**config.mk**
```make
export PLATFORM = sky130hd
export DESIGN_NAME = burst_switch_ctrl
export DESIGN_NICKNAME = d
export VERILOG_FILES = /design/src/rtl/bst_pkg.sv /design/src/rtl/bst_sync.sv /design/src/rtl/bst_seq.sv /design/src/rtl/burst_switch_ctrl.sv
export SDC_FILE = /design/constraint.sdc
export NUM_CORES = 1
export LEC_CHECK = 0
export BUFFER_PORTS_ARGS = -buffer_cell sky130_fd_sc_hd__buf_2
export CAP_MARGIN = 20
export CORE_UTILIZATION = 32
export CTS_CLUSTER_DIAMETER = 60
export CTS_CLUSTER_SIZE = 20
export DETAILED_ROUTE_END_ITERATION = 10
export GPL_TIMING_DRIVEN = 0
export SETUP_SLACK_MARGIN = 0.5
export SLEW_MARGIN = 30
export SYNTH_ARGS = -nofsm -noshare
export SYNTH_HDL_FRONTEND = slang
export SYNTH_HIERARCHICAL = 1
export SYNTH_SLANG_ARGS = --single-unit
export TNS_END_PERCENT = 30
```
**constraint.sdc**
```tcl
create_clock -name clk -period 2.3 [get_ports clk]
set_input_delay 0.23 -clock clk [delete_from_list [all_inputs] [get_ports clk]]
set_output_delay 0.23 -clock clk [all_outputs]
set_load 0.01 [all_outputs]
```
**src/rtl/bst_pkg.sv**
```systemverilog
package bst_pkg;

   typedef enum logic [1:0] {
      PH_IDLE = 2'b00,
      PH_ON   = 2'b01,
      PH_OFF  = 2'b10,
      PH_OFFX = 2'b11
   } phase_e;

   // Round a duration in nanoseconds to clock cycles.
   function automatic int ns_to_cyc(input int clk_mhz, input int dur_ns);
      return (clk_mhz * dur_ns + 500) / 1000;
   endfunction

endpackage

```
**src/rtl/bst_sync.sv**
```systemverilog
module bst_sync #(
   parameter int W      = 1,
   parameter int STAGES = 2
) (
   input  logic         clk,
   input  logic         rst_n,
   input  logic [W-1:0] d,
   output logic [W-1:0] q
);

   initial begin
      a_param_stages : assert (STAGES >= 2)
         else $error("bst_sync needs at least two stages");
   end

   logic [STAGES-1:0][W-1:0] stg;

   always_ff @(posedge clk or negedge rst_n) begin
      if (!rst_n) begin
         stg <= '0;
      end else begin
         stg[0] <= d;
         for (int i = 1; i < STAGES; i++) stg[i] <= stg[i-1];
      end
   end

   assign q = stg[STAGES-1];

endmodule

```
**src/rtl/bst_seq.sv**
```systemverilog
module bst_seq
   import bst_pkg::*;
#(
   parameter int TON_CYC   = 1060,
   parameter int TOFF_CYC  = 240,
   parameter int TOFFX_CYC = 400,
   parameter int CNT_W     = 11
) (
   input  logic   clk,
   input  logic   rst_n,
   input  logic   halt,
   input  logic   run_req,
   input  logic   trip,
   output phase_e phase
);

   localparam logic [CNT_W-1:0] LD_ON   = CNT_W'(TON_CYC - 1);
   localparam logic [CNT_W-1:0] LD_OFF  = CNT_W'(TOFF_CYC - 1);
   localparam logic [CNT_W-1:0] LD_OFFX = CNT_W'(TOFFX_CYC - 1);

   logic [CNT_W-1:0] cnt;

   always_ff @(posedge clk or negedge rst_n) begin
      if (!rst_n) begin
         phase <= PH_IDLE;
         cnt   <= '0;
      end else if (halt) begin
         phase <= PH_IDLE;
         cnt   <= '0;
      end else begin
         case (phase)
            PH_IDLE: begin
               if (run_req) begin
                  phase <= PH_ON;
                  cnt   <= LD_ON;
               end
            end
            PH_ON: begin
               if (trip) begin
                  phase <= PH_OFFX;
                  cnt   <= LD_OFFX;
               end else if (cnt == '0) begin
                  phase <= PH_OFF;
                  cnt   <= LD_OFF;
               end else begin
                  cnt <= cnt - 1'b1;
               end
            end
            PH_OFF, PH_OFFX: begin
               if (cnt != '0) begin
                  cnt <= cnt - 1'b1;
               end else if (run_req) begin
                  phase <= PH_ON;
                  cnt   <= LD_ON;
               end else begin
                  phase <= PH_IDLE;
               end
            end
         endcase
      end
   end

   // a trip seen during an on-pulse leads to the stretched gap
   a_r5_trip_stretches : assert property (@(posedge clk) disable iff (!rst_n)
      (phase == PH_ON && trip && !halt) |=> (phase == PH_OFFX));

   // an on-pulse only begins when regulation still asks for one
   a_r8_start_needs_req : assert property (@(posedge clk) disable iff (!rst_n)
      $rose(phase == PH_ON) |-> $past(run_req));

   // an off-gap is never shorter than two cycles
   a_r4_gap_floor : assert property (@(posedge clk) disable iff (!rst_n)
      $fell(phase == PH_ON) |=> (phase != PH_ON));

endmodule

```
**src/rtl/burst_switch_ctrl.sv**
```systemverilog
module burst_switch_ctrl
   import bst_pkg::*;
#(
   parameter int CLK_MHZ     = 200,
   parameter int TON_NS      = 5300,
   parameter int TOFF_NS     = 1200,
   parameter int TOFFX_NS    = 2000,
   parameter int SYNC_STAGES = 2,
   parameter bit ASYNC_KILL  = 1'b1
) (
   input  logic       clk,
   input  logic       rst_n,
   input  logic       reg_low_i,
   input  logic       trip_hi_i,
   input  logic       trip_lo_i,
   input  logic       lim_sel_i,
   input  logic       shdn_i,
   output logic       sw_drive_o,
   output logic       osc_run_o,
   output logic [1:0] phase_o
);

   localparam int TON_CYC   = ns_to_cyc(CLK_MHZ, TON_NS);
   localparam int TOFF_CYC  = ns_to_cyc(CLK_MHZ, TOFF_NS);
   localparam int TOFFX_CYC = ns_to_cyc(CLK_MHZ, TOFFX_NS);
   localparam int MAX_CYC   = (TON_CYC > TOFFX_CYC) ? TON_CYC : TOFFX_CYC;
   localparam int CNT_W     = $clog2(MAX_CYC + 1);
   localparam int N_IN      = 5;

   initial begin
      a_param_on : assert (TON_CYC >= 1)
         else $error("on-time rounds to zero cycles");
      a_param_off : assert (TOFF_CYC >= 2)
         else $error("off-time must be at least two cycles");
      a_param_offx : assert (TOFFX_CYC >= TOFF_CYC)
         else $error("stretched off-time shorter than normal off-time");
   end

   logic [N_IN-1:0] raw_in, syn_in;
   logic            reg_low_s, trip_hi_s, trip_lo_s, lim_sel_s, shdn_s;
   logic            trip_sel, kill;
   phase_e          phase;

   assign raw_in = {shdn_i, lim_sel_i, trip_lo_i, trip_hi_i, reg_low_i};

   bst_sync #(.W(N_IN), .STAGES(SYNC_STAGES)) u_sync (
      .clk   (clk),
      .rst_n (rst_n),
      .d     (raw_in),
      .q     (syn_in)
   );

   assign {shdn_s, lim_sel_s, trip_lo_s, trip_hi_s, reg_low_s} = syn_in;

   // Current-limit select: 0 full threshold, 1 reduced threshold
   assign trip_sel = lim_sel_s ? trip_lo_s : trip_hi_s;

   bst_seq #(
      .TON_CYC   (TON_CYC),
      .TOFF_CYC  (TOFF_CYC),
      .TOFFX_CYC (TOFFX_CYC),
      .CNT_W     (CNT_W)
   ) u_seq (
      .clk     (clk),
      .rst_n   (rst_n),
      .halt    (shdn_s),
      .run_req (reg_low_s),
      .trip    (trip_sel),
      .phase   (phase)
   );

   generate
      if (ASYNC_KILL) begin : g_kill_async
         assign kill = shdn_i;
      end else begin : g_kill_sync
         assign kill = shdn_s;
      end
   endgenerate

   assign sw_drive_o = (phase == PH_ON) && !kill;
   assign osc_run_o  = (phase != PH_IDLE) && !kill;
   assign phase_o    = kill ? 2'b00 : phase;

   // length of any on-pulse is bounded by the on-time
   logic [CNT_W:0] on_run;
   always_ff @(posedge clk or negedge rst_n) begin
      if (!rst_n)              on_run <= '0;
      else if (phase == PH_ON) on_run <= on_run + 1'b1;
      else                     on_run <= '0;
   end

   a_r3_on_bounded : assert property (@(posedge clk) disable iff (!rst_n)
      on_run <= (CNT_W+1)'(TON_CYC));

   // drive only while the phase code reads on-pulse
   a_r9_drive_phase : assert property (@(posedge clk) disable iff (!rst_n)
      sw_drive_o |-> (phase_o == 2'b01 && osc_run_o));

   generate
      if (ASYNC_KILL) begin : g_kill_chk
         // shutdown clears every output
         a_r10_shdn_quiet : assert property (@(posedge clk) disable iff (!rst_n)
            shdn_i |-> (!sw_drive_o && !osc_run_o && phase_o == 2'b00));
      end
   endgenerate

endmodule

```
==> results of run 1 <==
==> kinds of logic (layout without fill, tap and decap cells) <==
kind of cell	Yosys count	after routing	share of synthesized area, %
mux	1	1	1.19
xor+xnor	4	4	2.77
buf+inv	17	40	6.63
flops	23	23	45.5
fa+ha+maj	2	2	1.98
simple gates	43	43	21.1
compound gates	36	36	20.8
==> synthesized netlist by cell type (2+ instances only) <==
cell type / count / area share (%)
nand3_1: 4 / 1.6
nor2_1: 12 / 3.6
a32oi_1: 2 / 1.4
a211oi_1: 2 / 1.2
ha_1: 2 / 2.0
inv_1: 7 / 2.1
o21ai_0: 2 / 0.79
a21oi_1: 10 / 4.0
buf_4: 5 / 3.0
nor2b_1: 3 / 1.5
nor3_1: 2 / 0.79
nand2b_1: 3 / 1.5
o2111ai_1: 2 / 1.4
a222oi_1: 2 / 1.6
nand4_1: 2 / 0.99
xnor2_1: 4 / 2.8
dfrtp_1: 23 / 46
a311oi_1: 2 / 1.4
clkbuf_1: 3 / 0.89
nand2_1: 7 / 2.1
o2bb2ai_1: 2 / 1.4
nor4_4: 2 / 3.4
==> worst max-delay path: stages (launching register included) <==
cell	delay [ps]
dfrtp_2	460
or4_4	590
nor4_4	180
o31a_1	150
nor2_1	40
a311oi_1	240
==> stage by stage <==
step / hold WS [ps] / std cells
after floorplan: -65.6 / 126
after global placement: 228 / 184
after detailed placement: 237 / 184
after CTS: 57.4 / 194
after global routing: 56.5 / 197
final: 63.1 / 197
==> layout make-up <==
| type | instances | area, sq um | area share (%) |
|---|---|---|---|
| Buffer | 10 | 60.1 | 3.89 |
| Clock buffer | 3 | 41.3 | 2.67 |
| Clock inverter | 1 | 5.00 | 0.324 |
| Inverter | 7 | 26.3 | 1.70 |
| Multi-Input combinational cell | 86 | 651 | 42.1 |
| Sequential cell | 23 | 578 | 37.4 |
| Tap cell | 48 | 60.1 | 3.89 |
| Timing Repair Buffer | 19 | 124 | 8.02 |
==> routing by layer <==
metal	vias to the layer above	share of wire (%)
li1	507	-
met1	505	47
met2	31	47
met3	2	5.4
met4	0	0.42
met5	-	0
==> repair_timing <==
action                                 CTS  global route
pin swaps                                2             1
hold buffers                             1             0
buffers inserted                         5             3
endpoints found under the hold margin   23             0
setup endpoints to repair               10             9
gates cloned                             0             0
gates resized for setup                  7             8
==> report_power, final <==
part | internal (W) | switching (W) | total (W)
Sequential | 0.000467 | 0.0000871 | 0.000554
Clock | 0.000121 | 0.000133 | 0.000254
Combinational | 0.000346 | 0.000384 | 0.000730
==> final timing paths <==
check | startpoint | depth (start not counted) | slack (ps) | to
worst max-delay path | u_seq/cnt[2] | 5 | 550 | u_seq/cnt[7]
worst min-delay path | reg_low_i | 1 | 60 | u_sync/stg[0]
worst max register to register | u_seq/cnt[2] | 5 | 550 | u_seq/cnt[7]
worst min register to register | u_sync/stg[0] | 0 | 350 | u_sync/q[0]
max in group asynchronous | rst_n | 2 | 1470 | u_seq/cnt[5]
min in group asynchronous | rst_n | 2 | 460 | u_sync/stg[0]
==> flip-flops by register name, summed over array words and instances, names as in the netlist <==
name and count:
u_seq/cnt 11, u_seq/phase 2, u_sync/q 5, u_sync/stg 5
==> run metrics, run 1 <==
fin util 41.6%; final instance area 0.00155 sq mm; Setup CP Type flop to flop; DRT iter0 DRCs 87; Final Cycle Share 76.1%; first-pass GRT wire length 4.88 mm; antenna diode count 0; met2 Use GR 24.5%; Vias 1045; setup ws final 549 ps; IO buf count 10; Routed WL per cell 14.6 um; Total Power 0.00154 W; Core Footprint 0.00372 sq mm; clk buf depth 2; Leak 0.661 nW; Max transition margin 66.1%; fin crit period 1750 ps; Slew @ Worst Pin 509 ps; via density per instance 5.30; #FFs+latches synth 23; Final Hold Viols 0; Clock transition at path regs 80 ps; crit path DAT 1920 ps; Antenna Violating Nets Remaining 0; die area 0.00420 sq mm; worst vdd ir 393 uV; most frequent cells in the layout dfrtp_1 (21), nor2_1 (12), buf_4 (12), buf_2 (11), a21oi_1 (9); Top Ports 11; Cells after Synth 126; f_max 0.571 GHz; Syn-to-layout area delta 22.3%; met3 GRT Util 4.05%; Starting Density 34.0%; die height 64.8 um; Total GRT Usage 15.3%; met1 GRT Util 19.8%; Worst Path Required 2470 ps; dpl hpwl 1.97 mm; Clk Latency, worst-skew pair 270 ps; EDFF count, synth 0; maxcap violations 0; FILL cells 380; commonest non-fill, non-tap cell in the layout dfrtp_1; Num CTS Buffers 3; Ys Warns 6; Max H-tree Level 1; wirelength, routed 2.88 mm; Mapped Area 0.00126 sq mm; Seq/Total Area, Yosys 45.5%; Pwr Density 995 mW/mm^2; Pre-antenna DRT Iters 4; kind of end point of the critical path flop; vias in the first global route 1069; Site Rows 22; Setup Viol. Count Final 0; unrepaired setup endpoints after global routing yes; grt peak-use layer met2; HP Class input port to flop; DP Area 0.00137 sq mm; pin count of the biggest net entering global routing 24; distinct cell type count after synthesis 45; setup TNS 0 ps; Slew Viols, Final 0; Die Wd 64.8 um; CTS tree built; crit path launch type flop; Congestion Overflow GR 0; Final Wtd Congestion 0.808; async set-reset flop share out of synthesis 100%; Nets 159; dominant synthesized flop cell dfrtp_1; root buffer cell clkbuf_8; CP max FO 6; clk_skew 2.21 ps; Syn Nets 135; DRC viols 0; Post-Place Worst Slack 324 ps; CTS sink cnt 23; status finished clean; post-synthesis average cell area 10.0 sq um; initial antenna violation count 0; fraction of layout cells with a size suffix above 1 32.2%
(Power assumes the default switching activity.)
==> run 2, diff against run 1 <==
==> constraint.sdc (replaced) <==
create_clock -name clk -period 1.53 [get_ports clk]
set_input_delay 0.153 -clock clk [delete_from_list [all_inputs] [get_ports clk]]
set_output_delay 0.153 -clock clk [all_outputs]
set_load 0.01 [all_outputs]
==> run metrics, run 2 (synthesis gave the netlist of run 1 again) <==
RR Endpoint u_seq/cnt[10] (was u_seq/cnt[7]); Worst Path Required 1680 ps (was 2470 ps); via density per instance 5.43 (was 5.30); Top reg by flops u_seq/cnt (unchanged); WHS Endpoint u_sync/stg[4] (was u_sync/stg[0]); Slew @ Worst Pin 561 ps (was 509 ps); final instance area 0.00176 sq mm (was 0.00155 sq mm); worst r2r path cells 7 (was 5); Final Cycle Share 115% (was 76.1%); failing checks negative setup slack; Max transition margin 62.6% (was 66.1%); Total GRT Usage 15.9% (was 15.3%); crit path launch type flop (unchanged); Final Wtd Congestion 0.836 (was 0.808); Die Wd 64.8 um (unchanged); Site Rows 22 (unchanged); Hold Crit Depth 1 (unchanged); Setup Viol. Count Final 12 (was 0); Clk Latency, worst-skew pair 270 ps (about the same); Fin Hold WS 55.1 ps (was 63.1 ps); kind of end point of the critical path flop (unchanged); Final Hold Viols 0 (unchanged); Pre-antenna DRT Iters 4 (unchanged); dpl hpwl 1.91 mm (was 1.97 mm); Nets 174 (was 159); CP max FO 4 (was 6); Core Footprint 0.00372 sq mm (unchanged); CTS tree built (unchanged); Routed WL per cell 14.7 um (was 14.6 um); grt peak-use layer met2 (unchanged); Top Ports 11 (unchanged); die area 0.00420 sq mm (unchanged); Syn-to-layout area delta 39.4% (was 22.3%); met3 GRT Util 4.23% (was 4.05%); met1 GRT Util 19.7% (was 19.8%); antenna diode count 0 (unchanged); maxcap violations 0 (unchanged); Clock transition at path regs 90 ps (was 80 ps); clk_skew 6.97 ps (was 2.21 ps); Slew Viols, Final 0 (unchanged); commonest non-fill, non-tap cell in the layout buf_4 (was dfrtp_1); Num CTS Buffers 3 (unchanged); status complete, but fails checks (was finished clean); setup slack, reg-to-reg -220 ps (was 550 ps); Max H-tree Level 1 (unchanged); max reg flops 11 (unchanged); fin crit period 1750 ps (about the same); fraction of layout cells with a size suffix above 1 43.9% (was 32.2%); Leak 0.744 nW (was 0.661 nW); DP Area 0.00139 sq mm (was 0.00137 sq mm); DRT iter0 DRCs 91 (was 87); unrepaired setup endpoints after global routing yes (unchanged); Post-Place Worst Slack -385 ps (was 324 ps); Vias 1152 (was 1045); CTS sink cnt 23 (unchanged); crit path DAT 1900 ps (was 1920 ps); vias in the first global route 1098 (was 1069); setup ws final -224 ps (was 549 ps); initial antenna violation count 0 (unchanged); most frequent cells in the layout buf_4 (22), dfrtp_1 (17), nor2_1 (11), buf_2 (10), a21oi_1 (8) (was dfrtp_1 (21), nor2_1 (12), buf_4 (12), buf_2 (11), a21oi_1 (9)); Antenna Violating Nets Remaining 0 (unchanged); Starting Density 34.0% (unchanged); f_max 0.570 GHz (was 0.571 GHz); Pwr Density 1500 mW/mm^2 (was 995 mW/mm^2); Congestion Overflow GR 0 (unchanged); worst vdd ir 634 uV (was 393 uV); Critical R2R Launch u_seq/cnt[5] (was u_seq/cnt[2]); Total Power 0.00263 W (was 0.00154 W); met2 Use GR 27.1% (was 24.5%); IO buf count 10 (unchanged); hold_sp shdn_i (was reg_low_i); fin util 47.4% (was 41.6%); clk buf depth 2 (unchanged); die height 64.8 um (unchanged); Setup CP Type flop to flop (unchanged); root buffer cell clkbuf_8 (unchanged); DRC viols 0 (unchanged); wirelength, routed 3.11 mm (was 2.88 mm); HP Class input port to flop (unchanged); pin count of the biggest net entering global routing 24 (unchanged); first-pass GRT wire length 5.19 mm (was 4.88 mm)
-- run 2: cell types whose count changed in the layout (fill, tap and decap cells not counted), moves of 2 or more --
cell and delta:
buf_4 +10, buf_6 +3, dfrtp_1 -4, dfrtp_2 +4, dlygate4sd3_1 +4, inv_1 -2, inv_2 +2
-- run 2: timing repair --
item,4_1_cts,5_1_grt
endpoints found under the hold margin,27,0
setup endpoints to repair,17,17
resized for setup,27,9
hold buffers,5,0
buffers inserted,17,2
pin swaps,11,4
-- run 2: routing by layer --
metal  up-vias  share of wire, %
li1        537                 -
met4         0               1.5
met5         -                 0
met3         4               6.0
met1       567                42
met2        44                50
-- run 2: where the power goes --
| part | leakage, nW | switching (W) | internal (W) |
|---|---|---|---|
| registers | 0.279 | 0.000130 | 0.000706 |
| logic | 0.443 | 0.000690 | 0.000722 |
| clock network | 0.0217 | 0.000203 | 0.000184 |
| total | 0.744 | 0.00102 | 0.00161 |
-- run 2: worst max path at each step --
stage                 startpoint             to  slack (ps)  cells after the start
floorplan            u_sync/q[3]   u_seq/cnt[2]        -100                      7
global placement    u_seq/cnt[2]   u_seq/cnt[2]        -420                      5
detailed placement  u_seq/cnt[2]   u_seq/cnt[2]        -390                      5
CTS                 u_seq/cnt[4]  u_seq/cnt[10]        -180                      7
global route        u_seq/cnt[5]  u_seq/cnt[10]        -300                      7
finish              u_seq/cnt[5]  u_seq/cnt[10]        -220                      7
-- run 2: worst max-delay path, stage by stage, from the launching register on --
cell,delay [ps]
dfrtp_2,440
nor4_4,370
buf_4,200
buf_6,90
nand4_1,100
o2111a_1,180
a31oi_1,140
o211ai_1,110
-- run 2: metrics by stage --
| stage | instances | TNS (ps) |
|---|---|---|
| 6_report | 212 | -1600 |
| 5_1_grt | 212 | -2560 |
| 4_1_cts | 210 | -1300 |
| 3_5_place_dp | 184 | -3520 |
| 3_3_place_gp | 184 | -3810 |
| 2_1_floorplan | 126 | -477 |
-- run 2: area by class of cell --
class	instances	area, sq um
fillers	342	1950
multi-input cells	86	721
flip-flops and latches	23	583
repair buffers	34	260
plain buffers	10	62.6
well taps	48	60.1
clock buffers	3	41.3
inverters	7	26.3
clock inverters	1	7.51
==> run 3, diff against run 2 <==
--- a/config.mk
+++ b/config.mk
@@ -5,6 +5,7 @@
 export SDC_FILE = /design/constraint.sdc
 export NUM_CORES = 1
 export LEC_CHECK = 0
+export ABC_AREA = 1
 export BUFFER_PORTS_ARGS = -buffer_cell sky130_fd_sc_hd__buf_2
 export CAP_MARGIN = 20
 export CORE_UTILIZATION = 32
==> run metrics, run 3 <==
HP Class input port to flop (unchanged); DRT iter0 DRCs 79 (was 91); via density per instance 4.69 (was 5.43); Clk pwr share 12.5% (was 14.7%); fin crit period 1520 ps (was 1750 ps); distinct cell type count after synthesis 29 (was 45); Slew @ Worst Pin 532 ps (was 561 ps); crit path launch type flop (unchanged); Congestion Overflow GR 0 (unchanged); Worst Path Required 1690 ps (was 1680 ps); Simple-Gate Fraction of Synth Area 28.3% (was 21.1%); final instance area 0.00170 sq mm (was 0.00176 sq mm); vias in the first global route 1027 (was 1098); worst vdd ir 740 uV (was 634 uV); FILL cells 413 (was 342); die height 67.0 um (was 64.8 um); Synth Area in Compound Gates 13.4% (was 20.8%); unrepaired setup endpoints after global routing yes (unchanged); crit path DAT 1680 ps (was 1900 ps); Final Hold Viols 0 (unchanged); Core Footprint 0.00403 sq mm (was 0.00372 sq mm); kind of end point of the critical path flop (unchanged); Seq/Total Area, Yosys 42.6% (was 45.5%); status finished clean (was complete, but fails checks); Comb power frac 58.8% (was 53.6%); clk buf depth 2 (unchanged); Num CTS Buffers 3 (unchanged); wirelength, routed 2.84 mm (was 3.11 mm); Pre-antenna DRT Iters 4 (unchanged); Mapped Area 0.00135 sq mm (was 0.00126 sq mm); EDFF count, synth 0 (unchanged); async set-reset flop share out of synthesis 100% (unchanged); met2 Use GR 21.8% (was 27.1%); Top reg by flops u_seq/cnt (unchanged); Top Ports 11 (unchanged); dominant synthesized flop cell dfrtp_1 (unchanged); Site Rows 23 (was 22); Total GRT Usage 14.0% (was 15.9%); mux cell area share after synthesis 0% (was 1.19%); Pwr Density 1820 mW/mm^2 (was 1500 mW/mm^2); Final Wtd Congestion 0.829 (was 0.836); Setup CP Type flop to flop (unchanged); CP max stage delay 380 ps (was 440 ps); #FFs+latches synth 23 (unchanged); CTS sink cnt 23 (unchanged); Reg power frac 28.7% (was 31.7%); clk_skew 1.90 ps (was 6.97 ps); Die Wd 67.0 um (was 64.8 um); Setup Viol. Count Final 0 (was 12); CP max FO 5 (was 4); fraction of layout cells with a size suffix above 1 37.8% (was 43.9%); Max H-tree Level 1 (unchanged); Crit-path slowest cell dfrtp_1 (was dfrtp_2); Ys Warns 6 (unchanged); Pint 0.00162 W (was 0.00161 W); Clk Latency, worst-skew pair 270 ps (about the same); root buffer cell clkbuf_8 (unchanged); grt peak-use layer met2 (unchanged); Syn-to-layout area delta 25.7% (was 39.4%); Fin Hold WS 51.8 ps (was 55.1 ps); Antenna Violating Nets Remaining 0 (unchanged); final std cells w/o fill 235 (was 212); Max transition margin 64.5% (was 62.6%); maxcap violations 0 (unchanged); DP Area 0.00149 sq mm (was 0.00139 sq mm); area fraction of the dominant cell type after synthesis 42.6% (was 45.5%); DRC viols 0 (unchanged); commonest non-fill, non-tap cell in the layout dfrtp_1 (was buf_4); fin util 42.2% (was 47.4%); IO buf count 10 (unchanged); Starting Density 33.5% (was 34.0%); Slew Viols, Final 0 (unchanged); Syn Nets 168 (was 135); met3 GRT Util 2.05% (was 4.23%); Cells after Synth 159 (was 126); Routed WL per cell 12.1 um (was 14.7 um); met1 GRT Util 19.6% (was 19.7%); adder-cell area share of the yosys netlist 1.85% (was 1.98%); most frequent cells in the layout dfrtp_1 (23), nand2_1 (20), inv_1 (14), nor2_1 (12) (was buf_4 (22), dfrtp_1 (17), nor2_1 (11), buf_2 (10), a21oi_1 (8)); net switching power 0.00147 W (was 0.00102 W); top-count cell post-synth dfrtp_1 (unchanged); Final Cycle Share 99.3% (was 115%); Nets 195 (was 174); initial antenna violation count 0 (unchanged); post-synthesis average cell area 8.50 sq um (was 10.0 sq um); area leader, netlist dfrtp_1 (unchanged); Leak 0.788 nW (was 0.744 nW); pin count of the biggest net entering global routing 24 (unchanged); Post-Place Cells 219 (was 184); max reg flops 11 (unchanged); top cells by area, synth dfrtp_1 (43%), nand2_1 (5.6%), a21oi_1 (4.8%) (was dfrtp_1 (46%), a21oi_1 (4.0%), nor2_1 (3.6%)); first-pass GRT wire length 4.70 mm (was 5.19 mm); CTS tree built (unchanged); Vias 1103 (was 1152); die area 0.00449 sq mm (was 0.00420 sq mm); dpl hpwl 1.97 mm (was 1.91 mm); XOR/XNOR Fraction of Synth Area 3.24% (was 2.77%); Clock transition at path regs 80 ps (was 90 ps); antenna diode count 0 (unchanged); crit path cell chain inv_2 > ha_4 > nor3b_4 > nand3_4 > nand2_4 > o21ai_2 > o21ai_1 > a21oi_1 (was nor4_4 > buf_4 > buf_6 > nand4_1 > o2111a_1 > a31oi_1 > o211ai_1); switching portion of total power 47.5% (was 38.8%); largest family of logic cells by synthesized area simple AND/OR/NAND/NOR gates (unchanged); top post-synthesis cells by count dfrtp_1 (23), nand2_1 (20), inv_1 (16), a21oi_1 (13), nor2_1 (12) (was dfrtp_1 (23), nor2_1 (12), a21oi_1 (10), inv_1 (7), nand2_1 (7)); f_max 0.658 GHz (was 0.570 GHz)
run 3: worst paths after layout:
check / start / end / slack, ps / cells after the start
hold / removal: shdn_i / u_sync/stg[4] / 50 / 1
setup / recovery: u_seq/cnt[0] / u_seq/phase[0] / 10 / 8
hold reg to reg: u_sync/stg[3] / u_sync/q[3] / 350 / 0
max in group asynchronous: rst_n / u_seq/cnt[7] / 780 / 2
min in group asynchronous: rst_n / u_sync/stg[4] / 390 / 2
setup reg to reg: u_seq/cnt[0] / u_seq/phase[0] / 10 / 8
run 3: layer usage:
metal / vias up / wire (um)
met1: 526 / 1400
met4: 0 / 0
met5: - / 0
met3: 0 / 40
met2: 13 / 1410
li1: 564 / -
run 3: repair_timing:
item	CTS	global route
buffers inserted	6	1
hold buffers	5	0
resized for setup	9	4
hold endpoints to repair	27	0
endpoints found under the setup margin	17	17
pin swaps	13	6
run 3: cell families (layout without fill, tap and decap cells):
kind of cell             count (synthesis)  in the layout
XOR/XNOR                                 5              5
flip-flops                              23             23
adder cells (fa/ha/maj)                  2              2
AND/OR/NAND/NOR                         68             68
buffers and inverters                   31             57
AO/OA/AOI/OAI                           30             30
run 3: final cells by class:
| cell class | count | area (sq um) | area share [%] |
|---|---|---|---|
| Multi-Input combinational cell | 105 | 713 | 42.0 |
| Sequential cell | 23 | 576 | 33.9 |
| Timing Repair Buffer | 22 | 156 | 9.20 |
| Inverter | 25 | 93.8 | 5.52 |
| Tap cell | 50 | 62.6 | 3.68 |
| Buffer | 6 | 48.8 | 2.87 |
| Clock buffer | 3 | 41.3 | 2.43 |
| Clock inverter | 1 | 7.51 | 0.442 |
run 3: worst max-delay path, delay by kind of cell (launching register included):
family | cells | cell delay [ps]
fa+ha+maj | 1 | 140
flops | 1 | 380
simple gates | 3 | 540
compound gates | 3 | 250
buf+inv | 1 | 100
run 3: per-stage QoR:
stage | setup slack, ps | power [W] | setup TNS, ps
6_report | 10.4 | 0.00309 | 0
3_3_place_gp | -15.6 | 0.00241 | -29.3
5_1_grt | -110 | 0.00335 | -597
3_5_place_dp | -48.6 | 0.00242 | -104
2_1_floorplan | 153 | 0.00212 | 0
4_1_cts | -1.78 | 0.00305 | -2.35
run 3: power by group through the flow:
stage | logic [W] | clock network, W | registers, W
final | 0.00182 | 0.000387 | 0.000886
after global routing | 0.00202 | 0.000430 | 0.000904
after CTS | 0.00175 | 0.000411 | 0.000884
after detailed placement | 0.00153 | 0 | 0.000898
after global placement | 0.00151 | 0 | 0.000892
after floorplan | 0.00126 | 0 | 0.000864
